[src/rtl/ea_gen.sv]
module ea_gen (
  input  logic        clk,
  input  logic        rst_n,
  input  logic        start,
  input  logic [3:0]  mode,
  input  logic [7:0]  opnd_lo,
  input  logic [7:0]  opnd_hi,
  input  logic [7:0]  idx_x,
  input  logic [7:0]  idx_y,
  input  logic [15:0] pc,
  input  logic        penalty_ok,
  output logic        mem_rd,
  output logic [15:0] mem_addr,
  input  logic [7:0]  mem_rdata,
  output logic        done,
  output logic [15:0] ea,
  output logic        page_cross,
  output logic        penalty,
  output logic        acc_mode
);
  localparam logic [3:0] M_IMM = 4'd0, M_ZP = 4'd1, M_ZPX = 4'd2, M_ZPY = 4'd3,
                         M_ABS = 4'd4, M_ABX = 4'd5, M_ABY = 4'd6, M_IND = 4'd7,
                         M_IZX = 4'd8, M_IZY = 4'd9, M_REL = 4'd10, M_ACC = 4'd11;

  typedef enum logic [1:0] {S_IDLE, S_LO, S_HI, S_LAST} st_t;
  st_t st;

  logic [15:0] ptr, d_ea;
  logic [7:0]  lo_q, y_q;
  logic [3:0]  mode_q;
  logic        elig_q, d_pc, is_ind;

  wire [8:0] sum_x = {1'b0, opnd_lo} + {1'b0, idx_x};
  wire [8:0] sum_y = {1'b0, opnd_lo} + {1'b0, idx_y};
  wire [8:0] sum_r = {1'b0, lo_q} + {1'b0, y_q};

  assign mem_rd   = (st == S_LO) || (st == S_HI);
  assign mem_addr = (st == S_HI) ? {ptr[15:8], ptr[7:0] + 8'd1} : ptr;
  assign penalty  = page_cross & elig_q;
  assign is_ind   = (mode == M_IND) || (mode == M_IZX) || (mode == M_IZY);

  always_comb begin
    d_ea = 16'h0000;
    d_pc = 1'b0;
    case (mode)
      M_IMM: d_ea = pc + 16'd1;
      M_ZP:  d_ea = {8'h00, opnd_lo};
      M_ZPX: d_ea = {8'h00, sum_x[7:0]};
      M_ZPY: d_ea = {8'h00, sum_y[7:0]};
      M_ABS: d_ea = {opnd_hi, opnd_lo};
      M_ABX: begin d_ea = {opnd_hi, 8'h00} + {7'b0, sum_x}; d_pc = sum_x[8]; end
      M_ABY: begin d_ea = {opnd_hi, 8'h00} + {7'b0, sum_y}; d_pc = sum_y[8]; end
      M_REL: d_ea = pc + 16'd2 + {{8{opnd_lo[7]}}, opnd_lo};
      default: d_ea = 16'h0000;
    endcase
  end

  always_ff @(posedge clk) begin
    if (!rst_n) begin
      st <= S_IDLE; ptr <= '0; lo_q <= '0; y_q <= '0; mode_q <= '0; elig_q <= 1'b0;
      done <= 1'b0; ea <= '0; page_cross <= 1'b0; acc_mode <= 1'b0;
    end else begin
      done <= 1'b0;
      case (st)
        S_IDLE: if (start) begin
          mode_q     <= mode;
          y_q        <= idx_y;
          elig_q     <= penalty_ok;
          acc_mode   <= (mode == M_ACC);
          page_cross <= 1'b0;
          if (is_ind) begin
            ptr <= (mode == M_IND) ? {opnd_hi, opnd_lo} :
                   (mode == M_IZX) ? {8'h00, sum_x[7:0]} : {8'h00, opnd_lo};
            st  <= S_LO;
          end else begin
            ea         <= d_ea;
            page_cross <= d_pc;
            done       <= 1'b1;
          end
        end
        S_LO: st <= S_HI;
        S_HI: begin lo_q <= mem_rdata; st <= S_LAST; end
        S_LAST: begin
          if (mode_q == M_IZY) begin
            ea         <= {mem_rdata, 8'h00} + {7'b0, sum_r};
            page_cross <= sum_r[8];
          end else begin
            ea <= {mem_rdata, lo_q};
          end
          done <= 1'b1;
          st   <= S_IDLE;
        end
        default: st <= S_IDLE;
      endcase
    end
  end

  a_r1_done_pulse: assert property (@(posedge clk) disable iff (!rst_n)
    done && !start |=> !done);
  a_r1_no_read_at_done: assert property (@(posedge clk) disable iff (!rst_n)
    done |-> !mem_rd);
  a_r4_hi_read_in_page: assert property (@(posedge clk) disable iff (!rst_n)
    mem_rd && $past(mem_rd) |->
      mem_addr[15:8] == $past(mem_addr[15:8]) && mem_addr[7:0] == $past(mem_addr[7:0]) + 8'd1);
  a_r5_zp_pointer: assert property (@(posedge clk) disable iff (!rst_n)
    mem_rd && (mode_q == M_IZX || mode_q == M_IZY) |-> mem_addr[15:8] == 8'h00);
  a_r2_zp_page: assert property (@(posedge clk) disable iff (!rst_n)
    done && (mode_q == M_ZP || mode_q == M_ZPX || mode_q == M_ZPY) |-> ea[15:8] == 8'h00);
  a_r9_penalty_needs_cross: assert property (@(posedge clk) disable iff (!rst_n)
    penalty |-> page_cross);
  a_r10_acc_no_cross: assert property (@(posedge clk) disable iff (!rst_n)
    done && acc_mode |-> !page_cross && ea == 16'h0000);
endmodule

[config.mk]
export PLATFORM = sky130hd
export DESIGN_NAME = ea_gen
export DESIGN_NICKNAME = d
export VERILOG_FILES = /design/src/rtl/ea_gen.sv
export SDC_FILE = /design/constraint.sdc
export NUM_CORES = 1
export LEC_CHECK = 0
export ABC_AREA = 1
export BUFFER_PORTS_ARGS = -buffer_cell sky130_fd_sc_hd__buf_2
export CAP_MARGIN = 0
export CORE_MARGIN = 1.5
export CORE_UTILIZATION = 30
export DETAILED_ROUTE_END_ITERATION = 10
export PLACE_DENSITY_LB_ADDON = 0.25
export SETUP_SLACK_MARGIN = 0.3
export SLEW_MARGIN = 20
export SYNTH_ARGS = -nofsm -noshare
export SYNTH_HDL_FRONTEND = slang
export SYNTH_SLANG_ARGS = --single-unit
[constraint.sdc]
create_clock -name clk -period 6.6 [get_ports clk]
set_clock_uncertainty 0.2 [all_clocks]
set_input_delay 0.33 -clock clk [delete_from_list [all_inputs] [get_ports clk]]
set_output_delay 0.33 -clock clk [all_outputs]
set_load 0.01 [all_outputs]
Word level (Yosys, flattened, before mapping)
Index checks and enable logic that the tools add are counted.

$add $sub $neg: 10. Equal/unequal tests: 19. Mux-type cells: 19. Bitwise logic cells: 1. Reductions and logical operators: 11.

Operators by type and width (number): $pmux 16 s8 (1); $mux 16 (4); $add 16x9->16 (3); $pmux 16 s2 (1); $add 8x8->9 (3); $eq 4x4->1 const B (5); $add 16x1->16 const B (1); $add 16x16->16 (1); $add 16x2->16 const B (1); $eq 4x3->1 const B (4); $mux 8 (2); $reduce_and 3->1 (3); $add 8x1->8 const B (1); $eq 4x2->1 const B (2); $ne 2x2->1 const B (4); $pmux 2 s4 (1); $pmux 1 s2 (3); $mux 1 (5); $eq 2x2->1 const B (2); $eq 4x1->1 const B (1); $logic_not 4->1 (1); $mux 2 (2); $reduce_and 2->1 (2); $logic_or 1x1->1 (3); 4 further kinds (4).

Bits in registers: 58. Input bits: 64. Logic and storage cells: 70.

Logic depth before layout (Yosys ltp)
Gate-level depths: netlist (run 1).

Depth after elaboration: 6. Depth in mapped cells: 22.

Worst setup path after synthesis (run 1)
Ideal clock, no wire load.

Kind: in2reg. Start: input opnd_lo[0]. End: register ea[14]. Setup time: 0.119 ns. Data arrival time: 2.502 ns. Data required time: 6.281 ns. Slack: 3.778 ns. Stages: 21. Path buffers: 0. Cells stage by stage: ha_1 -> inv_1 -> fa_1 -> inv_1 -> nand3_1 -> nand3_1 -> nand4_1 -> o311ai_0 -> nand2_1 -> nand2_1 -> ha_1 -> ha_1 -> nand4_1 -> o21ai_0 -> nand2_1 -> nand2_1 -> nand2_1 -> a21oi_1 -> nand2_1 -> nand2_1 -> a21oi_1.

Longest elaborated chain between the ends: 6.

Ends and longest elaborated chain: start: declaration (RTL line 6) `input logic [7:0] opnd_lo,`; $add 8x8->9 (on tied branches) (RTL line 34, 33); $add 16x9->16 (on tied branches) (RTL line 52, 51); $pmux 16 s8 * (RTL line 45) `case (mode)`; $mux 16 * (RTL line 71) `if (is_ind) begin`; $mux 16 * (RTL line 65) `S_IDLE: if (start) begin`; $pmux 16 s2 * (RTL line 64) `case (st)`; end signal: assignment (RTL line 85) `ea <= {mem_rdata, 8'h00} + {7'b0, sum_r};`; end signal: assignment (RTL line 88) `ea <= {mem_rdata, lo_q};`; end: declaration (RTL line 16) `output logic [15:0] ea,`.

Mark *: on every way between the ends. The rest lies on a longest branch, timed or not. The select of a mux whose other input is x is not followed. A chain may end at the register's enable or synchronous reset.

Worst setup path after layout (run 1)
Ends and elaborated chain as after synthesis.

==> results of run 1 <==
## sequential cells by signal, summed over array words and instances (netlist names)
| name | count |
|---|---|
| acc_mode | 1 |
| done | 1 |
| ea | 16 |
| elig_q | 1 |
| lo_q | 8 |
| mode_q | 4 |
| page_cross | 1 |
| ptr | 16 |
| st | 2 |
| y_q | 8 |
## per-layer routing
layer / vias up / global-route usage [%]
li1: 3365 / -
met1: 3006 / 27.40
met2: 185 / 33.20
met3: 18 / 3.332
met4: 0 / 4.082
met5: - / 0
## per-stage QoR
step	power (mW)	instance area, sq um	setup slack, ps	util, %
floorplan	0.9974	5914	3778	-
global placement	1.240	6606	3242	34.06
global route	1.905	6945	3212	35.80
detailed placement	1.239	6606	3191	34.06
CTS	1.773	6945	3533	35.80
finish	1.770	6945	3522	35.80
## worst max-delay path by stage
stage                           from     end  slack [ps]  cells after the start
after floorplan           opnd_lo[0]  ea[14]        3780                     21
after global placement    opnd_lo[0]  ea[14]        3240                     22
after detailed placement  opnd_lo[0]  ea[14]        3190                     22
after CTS                 opnd_lo[0]  ea[14]        3530                     22
after global routing      opnd_lo[0]  ea[13]        3210                     23
final                     opnd_lo[0]  ea[14]        3520                     22
## cells in the mapped netlist, types with 8 or more instances
cell type / count / area (sq um)
a21oi_1: 92 / 460.4
a22oi_1: 8 / 60.06
buf_4: 12 / 90.09
clkbuf_1: 12 / 45.04
dfxtp_1: 58 / 1161
ha_1: 63 / 788.3
inv_1: 124 / 465.5
nand2_1: 241 / 904.6
nand3_1: 76 / 380.4
nand4_1: 30 / 187.7
nor2_1: 74 / 277.8
nor3_1: 10 / 50.05
o21ai_0: 71 / 355.3
or2_2: 8 / 50.05
xnor2_1: 8 / 70.07
xor2_1: 8 / 70.07
## layout make-up
| type | count | share of cell area (%) |
|---|---|---|
| clock inverters | 4 | 1.045 |
| inverters | 132 | 7.134 |
| repair buffers | 100 | 7.206 |
| flip-flops and latches | 58 | 16.72 |
| clock buffers | 12 | 3.837 |
| multi-input cells | 744 | 59.29 |
| well taps | 265 | 4.774 |
## report_power, final
part / switching [mW] / internal [mW] / leakage (nW)
Clock: 0.168 / 0.360 / 0.165
Combinational: 0.491 / 0.257 / 2.91
Sequential: 0.0571 / 0.436 / 0.476
Total: 0.716 / 1.05 / 3.55
## critical path: stages
cell,delay [ps]
buf_2,150
ha_1,210
inv_1,60
fa_1,390
inv_1,90
nand3_1,70
nand3_1,120
nand4_1,100
o311ai_0,180
nand2_1,100
nand2_1,100
ha_1,170
ha_1,210
nand4_1,150
o21ai_0,170
nand2_1,60
nand2_1,50
nand2_1,50
a21oi_1,110
nand2_1,70
nand2_1,50
a21oi_1,70
## cells by family (layout without fill, tap and decap cells)
family,Yosys count,after routing,synth area share [%]
xor+xnor,16,16,2.369
fa+ha+maj,67,67,14.68
flops,58,58,19.63
buf+inv,157,248,10.75
compound gates,201,201,18.62
simple gates,460,460,33.95
==> out/metrics.csv, run 1 <==
metric;value;unit
iteration count of the initial detailed-routing pass;5;
post-CTS resize count;0;
final hold vios;0;
vias;6574;
Clock Latency Late Sink;330;ps
initial antenna violation count;0;
final net count;1176;
slew margin rel.;36.15;%
multi-input logic area;0.004118;sq mm
Worst Hold Depth;3;
final setup violation count;0;
Post-CTS Setup Bufs;0;
row cnt;51;
Reg2Reg Launch Point;lo_q[0];
Final Hold Slack;56.92;ps
uppermost layer routed;met4;
hold_buf cts;0;
Clock Tree Buf Depth;2;
hold wc startpoint;penalty_ok;
IO Pins;101;
commonest non-fill, non-tap cell in the layout;nand2_1;
Worst Path Required;6610;ps
Area Overhead vs Synth;17.43;%
Synth cell types;41;
crit end category;flip-flop;
Die Height;143.4;um
WHS Endpoint;elig_q;
Peak VDD IR;0.1239;mV
Root Driver;clkbuf_16;
Final Cycle Share;46.64;%
CP Class;in -> reg;
CTS H-tree lvls;3;
EDFF count, synth;0;
GRT Util Overall;20.07;%
Register-to-Register Path Depth;16;
status;finished clean;
Slew @ Worst Pin;950.4;ps
die area;0.02057;sq mm
commonest cells after routing, fill and taps aside;nand2_1, inv_1, buf_2, a21oi_1, nand3_1;
Register-to-Register Setup Slack;3530;ps
TritonCTS clock tree;done;
largest net degree at the start of global routing;48;
Reg area;0.001161;sq mm
CORE AREA;0.01940;sq mm
RSZ-0062 raised after global routing;false;
clock tree sinks;58;
FF-to-FF End;ea[14];
routed vias/inst;4.999;
layout cell share with drive strength beyond 1;13.71;%
dpl cells;1299;
P per Cell Area;254.8;mW/mm^2
# fillers;2210;
Highest Clock Rate;324.9;MHz
clock-pin slew on the worst setup and hold paths;50;ps
Post-DP HPWL;16580;um
starting density of the core;30.49;%
Pleak;3.553;nW
total gr overflow;0;
Avg Cell Area, Syn;6.167;sq um
Synth async-reset ratio;0;%
Synth warnings;0;
crit path DAT;3090;ps
pins over their slew limit;0;
initial drt markers;431;
max cap viols;0;
flops & latches, synth;58;
ant diodes;0;
DRT met1 WL;9648;um
Wirelength per Cell;15.47;um
Routed Antenna Nets;0;
PortBufs;100;
Syn Std Cell Area;0.005914;sq mm
Finished Layout Cells;1315;
crit path max fanout;5;
Post-Route WL;20350;um
placer congestion estimate;0.9356;
CP Launch Type;input port;
DR WL met3;1153;um
met2 WL;9310;um
syn_nets;1090;
drt drc;0;
Fin Setup TNS;0;ps
first-pass GRT wire length;31970;um
vias in the first global route;5974;
CTS Buf Count;9;
Main synth FF type;dfxtp_1;
Hold WC Path Type;in -> reg;
post-synthesis instance total;959;
register area share after synthesis;19.63;%
Die Span X;143.4;um
Final min period;3078;ps
No activity file was read; power rests on OpenSTA's default activity.
==> run 2: changes to the inputs <==
- clock period: 6.6 -> 3.03 ns (I/O delays scaled with it)
==> run 2 against run 1 <==
Combinational power rose by 140%. Cell count rose by 4.9%. Die area did not move. Critical endpoint is now ea[15]. Worst setup slack got worse by 3200 ps. Sequential power rose by 120%. First-iteration DRC count rose by 20%. Largest cell class unchanged. Flip-flop and latch count did not move. Clock power rose by 89%. Count of clock-buffer cells in the layout did not move. Register-to-register slack got worse by 3200 ps. Critical path depth fell by 6. Utilization rose by 3.4 points.
==> out/metrics.csv, run 2 (synthesized netlist as in run 1, its figures left out) <==
metric;value;unit
crit end category;flip-flop;
P per Cell Area;508.8;mW/mm^2
crit path max fanout;3;
Worst Setup SP;y_q[0];
final hold vios;0;
Largest regs;ea x16, ptr x16;
CP Class;reg -> reg;
Peak VDD IR;0.2648;mV
total gr overflow;0;
slew margin rel.;61.01;%
CP Launch Type;flip-flop;
Post-DP HPWL;17020;um
final net count;1242;
Clk pwr share;25.9;%
Clock Tree Buf Depth;2;
Finished Core Util;39.23;%
TritonCTS clock tree;done;
die area;0.02057;sq mm
Highest Clock Rate;375.9;MHz
sequential power share;27.8;%
Worst Path Required;3040;ps
placer congestion estimate;0.9277;
Clock Latency Late Sink;330;ps
max cap viols;0;
layout cell share with drive strength beyond 1;19.28;%
starting density of the core;30.49;%
switching part of the total;41.24;%
Comb pwr share;46.3;%
Pleak;3.847;nW
status;finished clean;
commonest non-fill, non-tap cell in the layout;nand2_1;
clock tree sinks;58;
row cnt;51;
routed vias/inst;4.979;
largest net degree at the start of global routing;47;
initial antenna violation count;0;
GRT Util Overall;20.55;%
IO Pins;101;
Die Span X;143.4;um
Register-to-Register Setup Slack;370;ps
internal power;2.275;mW
hold wc startpoint;mode[1];
first-pass GRT wire length;32860;um
CTS Buf Count;9;
Reg2Reg Launch Point;y_q[0];
vias;6871;
Hold WC Path Type;in -> reg;
Register-to-Register Path Depth;16;
drt drc;0;
Die Height;143.4;um
CORE AREA;0.01940;sq mm
Area Overhead vs Synth;28.67;%
Routed Antenna Nets;0;
Post-Route WL;21090;um
FF-to-FF End;ea[15];
Psw;1.597;mW
vias in the first global route;6277;
PortBufs;100;
ant diodes;0;
Slew @ Worst Pin;582.8;ps
clock-pin slew on the worst setup and hold paths;50;ps
Root Driver;clkbuf_16;
Final Cycle Share;87.80;%
initial drt markers;516;
final setup violation count;0;
pins over their slew limit;0;
total power;3.872;mW
Wirelength per Cell;15.28;um
Worst Hold Depth;3;
iteration count of the initial detailed-routing pass;5;
Final min period;2660;ps
RSZ-0062 raised after global routing;true;
crit path DAT;2670;ps
commonest cells after routing, fill and taps aside;nand2_1, inv_1, buf_2, a21oi_1, nand3_1;
Final Hold Slack;15.29;ps
CTS H-tree lvls;3;
WHS Endpoint;mode_q[1];
-- run 2: how the worst max path moves through the flow --
stage / end / slack, ps
after floorplan: ea[14] / 390
after CTS: ea[14] / 300
final: ea[15] / 370
after global placement: ea[14] / 10
after detailed placement: ea[14] / -70
after global routing: ea[13] / 230
-- run 2: worst max-delay path, stage by stage, from the launching register on --
cell,delay (ps)
dfxtp_2,350
ha_4,140
inv_2,30
fa_2,340
inv_2,70
nand3_2,60
nand2_2,80
nand4_1,70
o211ai_1,140
ha_2,270
and3_4,210
nand2_1,70
xnor2_1,120
nand2_1,60
nand2_1,70
a21oi_2,180
a21oi_2,60
-- run 2: stage by stage --
stage,setup WS (ps),area [sq um],TNS [ps],cells
6_report,369.7,7610,0,1380
5_1_grt,231.1,7610,0,1380
3_3_place_gp,10.33,6854,0,1332
4_1_cts,300.2,7458,0,1376
2_1_floorplan,386.8,5914,0,959
3_5_place_dp,-65.00,6854,-86.76,1332
-- run 2: layout make-up --
cell class / instances / area (sq um)
sequential: 58 / 1164
timing repair buffer: 166 / 1066
fill: 2163 / 11790
tap: 265 / 331.6
multi-input combinational: 744 / 4267
clock buffer: 12 / 246.5
inverter: 132 / 495.5
clock inverter: 3 / 40.04
-- run 2: layer usage --
layer | wire [um] | up-vias | global-route usage, %
met5 | 0 | - | 0
met4 | 456 | 0 | 7.250
li1 | - | 3500 | -
met3 | 1356 | 30 | 2.433
met2 | 9440 | 216 | 32.31
met1 | 9836 | 3125 | 28.81
-- run 2: power by group through the flow --
stage	registers (mW)	logic [mW]	clock network, mW
after floorplan	1.08	1.09	0
after global placement	1.09	1.69	0
after detailed placement	1.09	1.69	0
after CTS	1.08	1.74	1.01
after global routing	1.10	2.03	1.04
final	1.08	1.79	1.00
-- run 2: what timing repair did --
item	4_1_cts	5_1_grt
setup endpoints to repair	4	6
resized for setup	12	37
pin swaps	4	20
endpoints found under the hold margin	27	0
hold buffers	27	0
buffers inserted	2	4
